### src/rtl/aclink_pkg.sv
package aclink_pkg;
  localparam int SLOT_W = 20;
  localparam int DATA_W = 24;
  localparam int CNT_W  = $clog2(SLOT_W + 1);

  typedef enum logic [1:0] {
    SZ10 = 2'b00,
    SZ16 = 2'b01,
    SZ18 = 2'b10,
    SZ20 = 2'b11
  } size_e;
endpackage

### src/rtl/aclink_fmt.sv
module aclink_fmt
  import aclink_pkg::*;
(
  input  logic [DATA_W-1:0] din,
  input  logic [1:0]        size_sel,
  input  logic              little_end,
  output logic [SLOT_W-1:0] slot
);
  logic [DATA_W-1:0] reord;
  size_e             sz;

  assign sz = size_e'(size_sel);

  // byte reorder ahead of truncation
  always_comb begin
    reord = din;
    if (little_end) begin
      if (sz == SZ10 || sz == SZ16)
        reord = {din[23:16], din[7:0], din[15:8]};
      else
        reord = {din[7:0], din[15:8], din[23:16]};
    end
  end

  // left-justify, zero-fill the low slot bits
  always_comb begin
    case (sz)
      SZ10:    slot = {reord[9:0],  10'b0};
      SZ16:    slot = {reord[15:0], 4'b0};
      SZ18:    slot = {reord[17:0], 2'b0};
      default: slot = reord[SLOT_W-1:0];
    endcase
  end
endmodule

### src/rtl/aclink_hold.sv
module aclink_hold
  import aclink_pkg::*;
(
  input  logic              clk,
  input  logic              rst_n,
  input  logic              active,
  input  logic              wr_en,
  input  logic [SLOT_W-1:0] wr_slot,
  input  logic              slot_go,
  input  logic              stat_rd,
  output logic              load,
  output logic [SLOT_W-1:0] load_data,
  output logic              tx_rdy,
  output logic              underrun
);
  logic [SLOT_W-1:0] hold_q, hold_n;
  logic              full_q, full_n;
  logic              rdy_q, rdy_n;
  logic              unr_q, unr_n;

  assign load      = active & slot_go;
  assign load_data = full_q ? hold_q : '0;
  assign tx_rdy    = rdy_q;
  assign underrun  = unr_q;

  always_comb begin
    hold_n = hold_q;
    full_n = full_q;
    rdy_n  = rdy_q;
    unr_n  = unr_q & ~stat_rd;
    if (!active) begin
      full_n = 1'b0;
      rdy_n  = 1'b1;
    end else begin
      if (slot_go) begin
        if (full_q) begin
          full_n = 1'b0;
          rdy_n  = 1'b1;
        end else begin
          unr_n  = 1'b1;
        end
      end
      if (wr_en) begin
        hold_n = wr_slot;
        full_n = 1'b1;
        rdy_n  = 1'b0;
      end
    end
  end

  always_ff @(posedge clk or negedge rst_n) begin
    if (!rst_n) begin
      hold_q <= '0;
      full_q <= 1'b0;
      rdy_q  <= 1'b1;
      unr_q  <= 1'b0;
    end else begin
      hold_q <= hold_n;
      full_q <= full_n;
      rdy_q  <= rdy_n;
      unr_q  <= unr_n;
    end
  end
endmodule

### src/rtl/aclink_shift.sv
module aclink_shift
  import aclink_pkg::*;
(
  input  logic              clk,
  input  logic              rst_n,
  input  logic              active,
  input  logic              load,
  input  logic [SLOT_W-1:0] load_data,
  output logic              sdata
);
  logic [SLOT_W-1:0] sh_q, sh_n;
  logic [CNT_W-1:0]  cnt_q, cnt_n;
  logic              out_q, out_n;

  assign sdata = out_q;

  always_comb begin
    sh_n  = sh_q;
    cnt_n = cnt_q;
    out_n = 1'b0;
    if (!active) begin
      sh_n  = '0;
      cnt_n = '0;
    end else if (load) begin
      out_n = load_data[SLOT_W-1];
      sh_n  = {load_data[SLOT_W-2:0], 1'b0};
      cnt_n = CNT_W'(SLOT_W - 1);
    end else if (cnt_q != '0) begin
      out_n = sh_q[SLOT_W-1];
      sh_n  = {sh_q[SLOT_W-2:0], 1'b0};
      cnt_n = cnt_q - 1'b1;
    end
  end

  always_ff @(posedge clk or negedge rst_n) begin
    if (!rst_n) begin
      sh_q  <= '0;
      cnt_q <= '0;
      out_q <= 1'b0;
    end else begin
      sh_q  <= sh_n;
      cnt_q <= cnt_n;
      out_q <= out_n;
    end
  end
endmodule

### src/rtl/aclink_tx_lane.sv
module aclink_tx_lane
  import aclink_pkg::*;
(
  input  logic              clk,
  input  logic              rst_n,
  input  logic              glb_en,
  input  logic              lane_en,
  input  logic [1:0]        size_sel,
  input  logic              little_end,
  input  logic              wr_en,
  input  logic [DATA_W-1:0] wr_data,
  input  logic              slot_go,
  input  logic              stat_rd,
  input  logic              rdy_irq_en,
  output logic              sdata,
  output logic              tx_rdy,
  output logic              rdy_irq,
  output logic              underrun
);
  logic [1:0]        rst_sync_q;
  logic              rst_sync_n;
  logic              active;
  logic [SLOT_W-1:0] wr_slot;
  logic              load;
  logic [SLOT_W-1:0] load_data;

  always_ff @(posedge clk or negedge rst_n) begin
    if (!rst_n) rst_sync_q <= 2'b00;
    else        rst_sync_q <= {rst_sync_q[0], 1'b1};
  end
  assign rst_sync_n = rst_sync_q[1];

  assign active  = glb_en & lane_en;
  assign rdy_irq = tx_rdy & rdy_irq_en;

  aclink_fmt u_fmt (
    .din        (wr_data),
    .size_sel   (size_sel),
    .little_end (little_end),
    .slot       (wr_slot)
  );

  aclink_hold u_hold (
    .clk       (clk),
    .rst_n     (rst_sync_n),
    .active    (active),
    .wr_en     (wr_en),
    .wr_slot   (wr_slot),
    .slot_go   (slot_go),
    .stat_rd   (stat_rd),
    .load      (load),
    .load_data (load_data),
    .tx_rdy    (tx_rdy),
    .underrun  (underrun)
  );

  aclink_shift u_shift (
    .clk       (clk),
    .rst_n     (rst_sync_n),
    .active    (active),
    .load      (load),
    .load_data (load_data),
    .sdata     (sdata)
  );
endmodule

### config.mk
export PLATFORM = sky130hd
export DESIGN_NAME = aclink_tx_lane
export DESIGN_NICKNAME = d
export VERILOG_FILES = /design/src/rtl/aclink_pkg.sv /design/src/rtl/aclink_fmt.sv /design/src/rtl/aclink_hold.sv /design/src/rtl/aclink_shift.sv /design/src/rtl/aclink_tx_lane.sv
export SDC_FILE = /design/constraint.sdc
export NUM_CORES = 1
export LEC_CHECK = 0
export ABC_AREA = 1
export BUFFER_PORTS_ARGS = -buffer_cell sky130_fd_sc_hd__buf_2
export CAP_MARGIN = 20
export CELL_PAD_IN_SITES_DETAIL_PLACEMENT = 1
export CELL_PAD_IN_SITES_GLOBAL_PLACEMENT = 2
export CORE_MARGIN = 2
export CORE_UTILIZATION = 35
export CTS_CLUSTER_SIZE = 24
export DETAILED_ROUTE_END_ITERATION = 6
export GPL_TIMING_DRIVEN = 1
export PLACE_DENSITY_LB_ADDON = 0.15
export SKIP_CTS_REPAIR_TIMING = 1
export SYNTH_ARGS = -nofsm -noshare
export SYNTH_HDL_FRONTEND = slang
export SYNTH_SLANG_ARGS = --single-unit
### constraint.sdc
create_clock -name clk -period 3.3 [get_ports clk]
set_input_delay 0.495 -clock clk [delete_from_list [all_inputs] [get_ports clk]]
set_output_delay 0.495 -clock clk [all_outputs]
set_load 0.02 [all_outputs]
==> summary.md, run 1 <==
| Metric | Value |
|---|---|
| Synth unique cells | `34` |
| Ys Warns | `0` |
| Final ANT Viol Nets | `0` |
| Count of final hold-check violations | `0` |
| WP buf/inv | `1` |
| Top FF cell, synth | `dfrtp_1` |
| Layout cells sized above 1 | `19.3%` |
| PwrDens | `439 nW/um2` |
| H-Tree Depth | `2` |
| Hpwl dp | `6.95 mm` |
| Leak | `approximately 0.0017 uW` |
| Clock skew | `~0.013 ns` |
| Clk sink count | `50` |
| IO Pins | `39` |
| Avg Cell Area, Syn | `7.46 um2` |
| Area of the die | `~9500 um2` |
| Pin count of the biggest net entering global routing | `49` |
| GRT Residual Overflow | `0` |
| Via count | `2792` |
| Post-synth EDFFs | `0` |
| Clock tree root driver cell | `clkbuf_8` |
| Net count, final | `between 400 and 500` |
| R2R cell count | `7` |
| Setup violators final | `0` |
| Post-Synthesis Cells | `408` |
| Clock transition at path regs | `0.10 ns` |
| Starting Density | `35.4%` |
| Most common cell in the synthesized netlist | `nand2_1` |
| CP Launch Type | `register` |
| Clock Power Share | `34.9%` |
| Unrepaired setup endpoints after global routing | `no` |
| Register area share after synthesis | `41.1%` |
| RD Place Congestion | `about 0.80` |
| Stages on the worst setup path | `7` |
| Biggest area consumer among synthesized cells | `dfrtp_1` |
| Vias in the first global route | `2986` |
| Delay-heaviest family, CP | `simple AND/OR/NAND/NOR gates` |
| Worst skew pair latency | `0.31 ns` |
| CTS Buffer Depth | `2` |
| Net Sw Frac | `28.5%` |
| Post-route DRC | `0` |
| Critical Path AT | `between 2 and 2.5 ns` |
| Sequential share of power | `47.0%` |
| Area of the core | `8590 um2` |
| Commonest cells in the netlist | `103 x nand2_1, 56 x inv_1, 49 x dfrtp_1` |
| CP Capture Type | `register` |
| Net Switching | `roughly 430 uW` |
| Post-synth top area share | `40.3%` |
| First-pass GRT wire length | `15.2 mm` |
| Critical path class | `reg -> reg` |
| Syn_nets | `444` |
| Tcrit/Tclk final | `around 61%` |
| DR iter-0 viols | `72` |
| Post-layout util | `40.4%` |
| Area contributors post-synth | `dfrtp_1 40%, nand2_1 13%, inv_1 6.9%, nand3_1 5.1%, o21ai_0 3.9%` |
| Pint | `1090 uW` |
| Register bit total from synthesis | `50` |
| Final wirelength | `9.05 mm` |
| ANT cells | `0` |
| Area Growth Syn to Fin | `14.0%` |
| Post-place setup slack | `1.26 ns` |
| Total negative slack | `0 ns` |
| Fmax | `roughly 500 MHz` |
| DRT Pass-1 Iters | `4` |
| Initial antenna violation count | `0` |
| IO buf count | `38` |
| Crit-path slowest cell | `dfrtp_1` |
| FP Rows | `34` |
| Max FO, Critical Path | `27` |
| Die height | `97.3 um` |
| Pins over their slew limit | `0` |
| Min cycle time layout | `2.00 ns` |
| Max-cap violations | `0` |
| Synth Cell Area | `3040 um2` |
| Outcome | `finished clean` |
| Top cell by count, worst path | `nand2_2` |
| Asr flop ratio synth | `100%` |
| TritonCTS clock tree | `yes` |
| Req. time, crit path | `3.49 ns` |
| VDD IR-drop max | `approximately 0.00017 V` |
| Hold WC Path Type | `reg -> async` |
| GRT Total Usage | `19.8%` |
| CP cell instances | `inv_1 -> ha_1 -> nand2_2 -> nor3_4 -> nand2_4 -> nand2_2 -> o22ai_2` |
| Logic pwr share | `18.1%` |
| Routed WL per cell | `16.3 um` |
| Die Wd | `between 90 and 100 um` |
| FILL cells | `1101` |
| Crit path largest cell delay | `0.39 ns` |
| CTS buffer count | `5` |
| Final worst setup slack | `1.30 ns` |
| Vias per inst | `~5` |
per-layer routing:
layer	up-vias	routed length, um	track usage (%)
met1	1318	4290	26.2
met4	0	133	5.45
met5	-	0	0
met3	10	215	2.23
met2	41	4410	34.5
li1	1423	-	-
state kept, by name (all words and copies together) (netlist names):
name	cells
u_hold.hold_q	20
u_hold.underrun	1
u_shift.sdata	1
u_shift.sh_q	19
u_hold.tx_rdy	1
rst_sync_q	2
u_hold.full_q	1
u_shift.cnt_q	5
kinds of logic after synthesis:
group | after synthesis | synth area share, %
and+or+nand+nor | 200 | 29.9
AOI/OAI and AO/OA | 83 | 18.1
buffers and inverters | 73 | 10.3
adders and majority gates | 1 | 0.411
other | 1 | 0.123
DFF | 50 | 41.1
power groups by stage:
| stage | logic [uW] | clock network (uW) | registers, uW |
|---|---|---|---|
| 6_report | 276 | 533 | 716 |
| 4_1_cts | 268 | 543 | 725 |
| 3_5_place_dp | 267 | 0 | 737 |
| 2_1_floorplan | 189 | 0 | 714 |
| 3_3_place_gp | 261 | 0 | 734 |
| 5_1_grt | 318 | 569 | 724 |
final timing paths:
kind                                   from          endpoint  slack [ns]
setup / recovery           u_shift.cnt_q[0]  u_shift.sh_q[14]        1.30
hold / removal                rst_sync_q[1]  u_shift.sh_q[10]        0.20
setup reg to reg           u_shift.cnt_q[0]  u_shift.sh_q[14]        1.30
hold reg to reg               rst_sync_q[1]  u_shift.sh_q[10]        0.20
max in group asynchronous     rst_sync_q[1]     u_hold.tx_rdy        2.52
min in group clk              rst_sync_q[0]     rst_sync_q[1]        0.37
metrics by stage:
stage	instance area (um2)	cells	hold WS [ns]	power, uW
final	3470	554	0.198	1520
after global routing	3470	554	0.245	1610
after CTS	3440	552	-0.0537	1540
after detailed placement	3300	544	0.280	1000
after global placement	3300	544	0.279	995
after floorplan	3040	408	0.199	903
worst register-to-register path, cell delays in order (launching register included):
cell and delay [ns]:
dfrtp_1 0.39, inv_1 0.11, ha_1 0.20, nand2_2 0.09, nor3_4 0.33, nand2_4 0.32, nand2_2 0.32, o22ai_2 0.12
cell type report:
class / count / area [um2] / share of cell area, %
Clock inverter: 2 / 60.1 / 1.73
Clock buffer: 6 / 82.6 / 2.38
Timing Repair Buffer: 41 / 228 / 6.56
Tap cell: 108 / 135 / 3.89
Multi-Input combinational cell: 285 / 1480 / 42.6
Sequential cell: 50 / 1250 / 36.1
Inverter: 62 / 233 / 6.71
cell usage in the layout, fill, tap and decap left out, types with 2 or more instances in the layout:
master       n
bufinv_16    2
nand3_1     31
buf_2       38
o211ai_1     6
o21a_1       2
a21oi_2      6
inv_1       56
a22oi_1     12
nor2_4       4
inv_2        5
o21ai_2      5
o21ai_0     24
o22ai_2      4
nand2_2      7
nand2_1    103
dfrtp_1     48
nor2_1      31
clkbuf_8     6
nor2_2       2
o22ai_1      6
nand4_1     18
o21ai_1      8
a21oi_1      7
(Power assumes the default switching activity.)
==> run 2: changes to the inputs <==
CORE_UTILIZATION = 30   (was 35)
clock period = 1.68 ns   (was 3.3 ns; I/O delays follow)
==> run 2 against run 1 <==
Compared with the run above: global-route usage shrank 1.6 points; final cell count grew 7.0%; highest routed layer unchanged; critical endpoint is now u_shift.sh_q[6]; count of clock-buffer cells in the layout stayed put; largest cell class unchanged; first-iteration DRC count rose by 1.4%.
==> summary.md, run 2 (same netlist as run 1, synthesis figures left out) <==
| Metric | Value |
|---|---|
| TritonCTS clock tree | `yes` |
| CP Launch Type | `register` |
| Clock skew | `0.00645 ns (-0.00648 ns)` |
| Via count | `2885 (+3.3%)` |
| GRT Residual Overflow | `0 (unchanged)` |
| Critical path class | `reg -> reg` |
| Most frequent cells in the layout | `103 x nand2_1, 56 x inv_1, 48 x dfrtp_1` |
| CTS buffer count | `5 (unchanged)` |
| Layout cells sized above 1 | `21.7% (+2.5 points)` |
| Clock tree root driver cell | `clkbuf_8` |
| Final wirelength | `9.57 mm (+5.8%)` |
| Hold WC Path Type | `in -> reg` |
| CP Capture Type | `register` |
| R2R cell count | `7 (unchanged)` |
| Vias in the first global route | `2997 (+0.37%)` |
| Die height | `105 um (+7.7%)` |
| Max FO, Critical Path | `10 (-63%)` |
| Fmax | `651 MHz (+31%)` |
| Final ANT Viol Nets | `0 (unchanged)` |
| Min cycle time layout | `1.53 ns (-0.470 ns)` |
| DRT Pass-1 Iters | `4 (unchanged)` |
| Setup slack, reg-to-reg | `0.15 ns (-1.15 ns)` |
| Count of final hold-check violations | `0 (unchanged)` |
| H-Tree Depth | `2 (unchanged)` |
| Setup violators final | `0 (unchanged)` |
| ANT cells | `0 (unchanged)` |
| Final Instance Area | `3630 um2 (+4.7%)` |
| Pins over their slew limit | `0 (unchanged)` |
| CP Launch Point | `u_shift.cnt_q[0]` |
| Outcome | `finished clean` |
| Critical Path AT | `1.71 ns (-0.49 ns)` |
| Most flop-heavy register | `u_hold.hold_q` |
| Hpwl dp | `7.62 mm (+9.6%)` |
| Post-route DRC | `0 (unchanged)` |
| CTS Buffer Depth | `2 (unchanged)` |
| Routed WL per cell | `16.1 um (-1.2%)` |
| GRT Total Usage | `18.2% (-1.6 points)` |
| Worst skew pair latency | `0.30 ns (about the same)` |
| Net count, final | `495 (+2.9%)` |
| FP Rows | `36 (+5.9%)` |
| Largest register FFs | `20 (unchanged)` |
| Hold Startpoint | `stat_rd` |
| Die Wd | `105 um (+7.7%)` |
| Max-cap violations | `0 (unchanged)` |
| Pin count of the biggest net entering global routing | `35 (-29%)` |
| R2r startpoint | `u_shift.cnt_q[0]` |
| Area Growth Syn to Fin | `19.3%` |
| Post-Layout Cell Count | `593 (+7.0%)` |
| Hold Slack | `0.125 ns (-0.0731 ns)` |
| Total negative slack | `0 ns (unchanged)` |
| Leak | `0.00179 uW (+4.6%)` |
| Pwr Total | `3020 uW (+98%)` |
| IO Pins | `39 (unchanged)` |
| Most common cell after layout, fill and taps aside | `nand2_1` |
| Area of the die | `11000 um2 (+16%)` |
| Req. time, crit path | `1.85 ns (-1.64 ns)` |
| Largest regs | `u_hold.hold_q: 20 flops, u_shift.sh_q: 19 flops, u_shift.cnt_q: 5 flops` |
| Clock transition at path regs | `0.09 ns (about the same)` |
| First-pass GRT wire length | `15.9 mm (+4.7%)` |
| VDD IR-drop max | `0.000386 V (+130%)` |
| Area of the core | `9820 um2 (+14%)` |
| DR iter-0 viols | `73 (+1.4%)` |
| Initial antenna violation count | `0 (unchanged)` |
| IO buf count | `38 (unchanged)` |
| Worst Setup EP | `u_shift.sh_q[6]` |
| Unrepaired setup endpoints after global routing | `no` |
| R2r endpoint | `u_shift.sh_q[6]` |
| RD Place Congestion | `0.800 (-0.35%)` |
| Tcrit/Tclk final | `91.4% (+31 points)` |
| Clk sink count | `50 (unchanged)` |
| Starting Density | `31.0% (-4.4 points)` |
| DP Cell Count | `584 (+7.4%)` |
| Vias per inst | `4.87 (-3.5%)` |
| Cell area after placement | `3480 um2 (+5.5%)` |
| PwrDens | `833 nW/um2 (+90%)` |
| Hold Path Depth | `2` |
==> run 2: worst max-delay path, cell delays in order, from the launching register on <==
cell and delay (ns):
dfrtp_1 0.39, inv_1 0.11, ha_1 0.20, nand2_2 0.09
nor3_4 0.17, nand2_4 0.08, nand2_2 0.23, o22ai_2 0.12
==> run 2: through the flow <==
step	worst slack [ns]	util, %
floorplan	0.170	-
global placement	0.0681	35.4
detailed placement	0.0977	35.4
CTS	0.112	36.9
global route	0.0427	37.0
finish	0.145	37.0
==> run 2: layout make-up <==
class | instances | area, um2
clock buffer | 6 | 82.6
clock inverter | 2 | 60.1
fill | 1232 | 6190
inverter | 62 | 233
multi-input combinational | 285 | 1480
sequential | 50 | 1250
tap | 133 | 166
timing repair buffer | 55 | 358
==> run 2: routing by layer <==
metal	share of wire [%]	track usage [%]	vias to the layer above
met3	2.5	2.18	8
met5	0	0	-
li1	-	-	1448
met4	1.3	4.48	0
met1	47	23.7	1383
met2	49	32.0	46
==> run 2: worst min-delay path by stage <==
stage | to | slack [ns]
floorplan | rst_sync_q[0] | -0.04
global placement | rst_sync_q[0] | 0.04
detailed placement | rst_sync_q[0] | 0.04
CTS | rst_sync_q[1] | -0.29
global route | u_hold.underrun | 0.11
finish | u_hold.underrun | 0.12
==> run 2: power by group <==
group	internal, uW	switching, uW
Sequential	1320	93.0
Clock	635	397
Combinational	218	366
Total	2170	856
==> run 3: changes to the inputs <==
CORE_UTILIZATION = 35   (was 30)
clock period = 1.96 ns   (was 1.68 ns; I/O delays follow)
==> run 3 against run 2 <==
Compared with the run above: sequential power shrank 14%; final area shrank 4.4%; sequential cell count is the same; clock power shrank 43%; count of clock-buffer cells in the layout grew 2; die area shrank 14%; total power shrank 24%; combinational power shrank 17%; largest power group unchanged.
==> summary.md, run 3 (same netlist as run 1, synthesis figures left out) <==
| Metric | Value |
|---|---|
| Critical Path AT | `1.91 ns (+0.20 ns)` |
| Total negative slack | `0 ns (unchanged)` |
| Unrepaired setup endpoints after global routing | `no` |
| Post-route DRC | `0 (unchanged)` |
| Post-place setup slack | `0.271 ns (+0.174 ns)` |
| Most frequent cells in the layout | `103 x nand2_1, 56 x inv_1, 48 x dfrtp_1` |
| Initial antenna violation count | `0 (unchanged)` |
| Area Growth Syn to Fin | `14.0%` |
| RD Place Congestion | `0.865 (+8.1%)` |
| Vias in the first global route | `2992 (-0.17%)` |
| Final wirelength | `9.25 mm (-3.3%)` |
| Critical path class | `reg -> reg` |
| Clock transition at path regs | `0.09 ns (about the same)` |
| TritonCTS clock tree | `yes` |
| Leak | `0.00172 uW (-3.7%)` |
| DRT Pass-1 Iters | `4 (unchanged)` |
| Area of the die | `9460 um2 (-14%)` |
| CTS Buffer Depth | `2 (unchanged)` |
| PwrDens | `659 nW/um2 (-21%)` |
| CP Capture Type | `register` |
| R2r endpoint | `u_shift.sh_q[5]` |
| Met2 Resource Use GR | `35.8% (+3.8 points)` |
| VDD IR-drop max | `0.000235 V (-39%)` |
| Area of the core | `8590 um2 (-12%)` |
| Die height | `97.3 um (-7.1%)` |
| Most flop-heavy register | `u_hold.hold_q` |
| Setup violators final | `0 (unchanged)` |
| Most common cell after layout, fill and taps aside | `nand2_1` |
| Routed WL per cell | `16.4 um (+1.6%)` |
| Clock skew | `0.00785 ns (+0.00140 ns)` |
| Layout cells sized above 1 | `20.4% (-1.3 points)` |
| Largest register FFs | `20 (unchanged)` |
| CTS buffer count | `5 (unchanged)` |
| Net count, final | `491 (-0.81%)` |
| Setup slack, reg-to-reg | `0.24 ns (+0.09 ns)` |
| Final ANT Viol Nets | `0 (unchanged)` |
| Hold Startpoint | `stat_rd` |
| Final Instance Area | `3470 um2 (-4.4%)` |
| Post-layout util | `40.4% (+3.4 points)` |
| Max FO, Critical Path | `16 (+6)` |
| Cell area after placement | `3380 um2 (-2.8%)` |
| Hold Slack | `0.166 ns (+0.0418 ns)` |
| Die Wd | `97.3 um (-7.1%)` |
| DR iter-0 viols | `95 (+30%)` |
| Vias per inst | `5.08 (+4.4%)` |
| Pins over their slew limit | `0 (unchanged)` |
| ANT cells | `0 (unchanged)` |
| Hold WC Path Type | `in -> reg` |
| Met3 usage | `2.01% (-0.17 points)` |
| CP Launch Type | `register` |
| IO buf count | `38 (unchanged)` |
| Count of final hold-check violations | `0 (unchanged)` |
| WHS Endpoint | `u_hold.underrun` |
| R2r startpoint | `u_shift.cnt_q[0]` |
| Req. time, crit path | `2.15 ns (+0.30 ns)` |
| R2R cell count | `8 (+1)` |
| Hold Path Depth | `2 (unchanged)` |
| First-pass GRT wire length | `15.3 mm (-3.3%)` |
| Fmax | `580 MHz (-11%)` |
| GRT Total Usage | `20.1% (+1.9 points)` |
| IO Pins | `39 (unchanged)` |
| Via count | `2866 (-0.66%)` |
| Worst skew pair latency | `0.30 ns (about the same)` |
| GRT Max-Usage Layer | `met2` |
| Clock tree root driver cell | `clkbuf_8` |
| Slew @ Worst Pin | `approximately 0.52 ns` |
| Pin count of the biggest net entering global routing | `21 (-40%)` |
| Max-cap violations | `0 (unchanged)` |
| GRT Residual Overflow | `0 (unchanged)` |
| Min cycle time layout | `1.72 ns (+0.189 ns)` |
| Starting Density | `35.4% (+4.4 points)` |
| Tcrit/Tclk final | `87.9% (-3.4 points)` |
| M1 GR Usage | `26.3% (+2.6 points)` |
| Slew margin rel. | `between 60% and 70%` |
| Largest regs | `u_hold.hold_q: 20 flops, u_shift.sh_q: 19 flops, u_shift.cnt_q: 5 flops` |
| H-Tree Depth | `2 (unchanged)` |
| Outcome | `finished clean` |
| FP Rows | `34 (-5.6%)` |
| Final worst setup slack | `0.236 ns (+0.0913 ns)` |
| Hpwl dp | `7.45 mm (-2.2%)` |
| Clk sink count | `50 (unchanged)` |
run 3: cell count changes in the layout (fill, tap and decap cells not counted):
cell	previous run	this run
buf_12	3	0
clkbuf_1	0	3
bufinv_16	2	0
buf_4	13	12
clkbuf_8	6	5
run 3: how the worst max path moves through the flow:
stage | depth (start not counted) | end | start
CTS | 8 | u_shift.sh_q[5] | u_shift.cnt_q[0]
detailed placement | 7 | u_shift.sh_q[6] | u_shift.cnt_q[0]
global placement | 9 | u_hold.hold_q[13] | size_sel[1]
global route | 8 | u_shift.sh_q[5] | u_shift.cnt_q[0]
floorplan | 7 | u_shift.sh_q[14] | u_shift.cnt_q[0]
finish | 8 | u_shift.sh_q[5] | u_shift.cnt_q[0]
run 3: layer usage:
metal  vias up  part of all wire (%)
met3        12                   2.1
met5         -                     0
li1       1438                     -
met2        49                    51
met1      1367                    46
met4         0                   1.5
run 3: report_power, final:
group | switching (uW) | internal (uW) | leakage, uW
logic | 310 | 175 | 0.00104
registers | 80.9 | 1130 | 0.000649
clock network | 336 | 255 | 0.0000395
run 3: layout make-up:
class                   count  area, um2
fillers                  1118       5120
multi-input cells         285       1480
clock buffers               8       80.1
well taps                 108        135
inverters                  62        233
flip-flops and latches     50       1250
repair buffers             51        290
run 3: worst max-delay path, stage by stage (launching register included):
cell and delay [ns]:
dfrtp_1 0.39, inv_1 0.11, ha_1 0.20, nand2_2 0.10, nor3_4 0.18, nand2_4 0.19, buf_4 0.24, nor2_1 0.15
a21oi_2 0.05
run 3: per-stage QoR:
step                      cells  total power [uW]
after floorplan             408              1520
after detailed placement    555              1720
after CTS                   563              2300
after global placement      555              1710
after global routing        564              2420
final                       564              2280
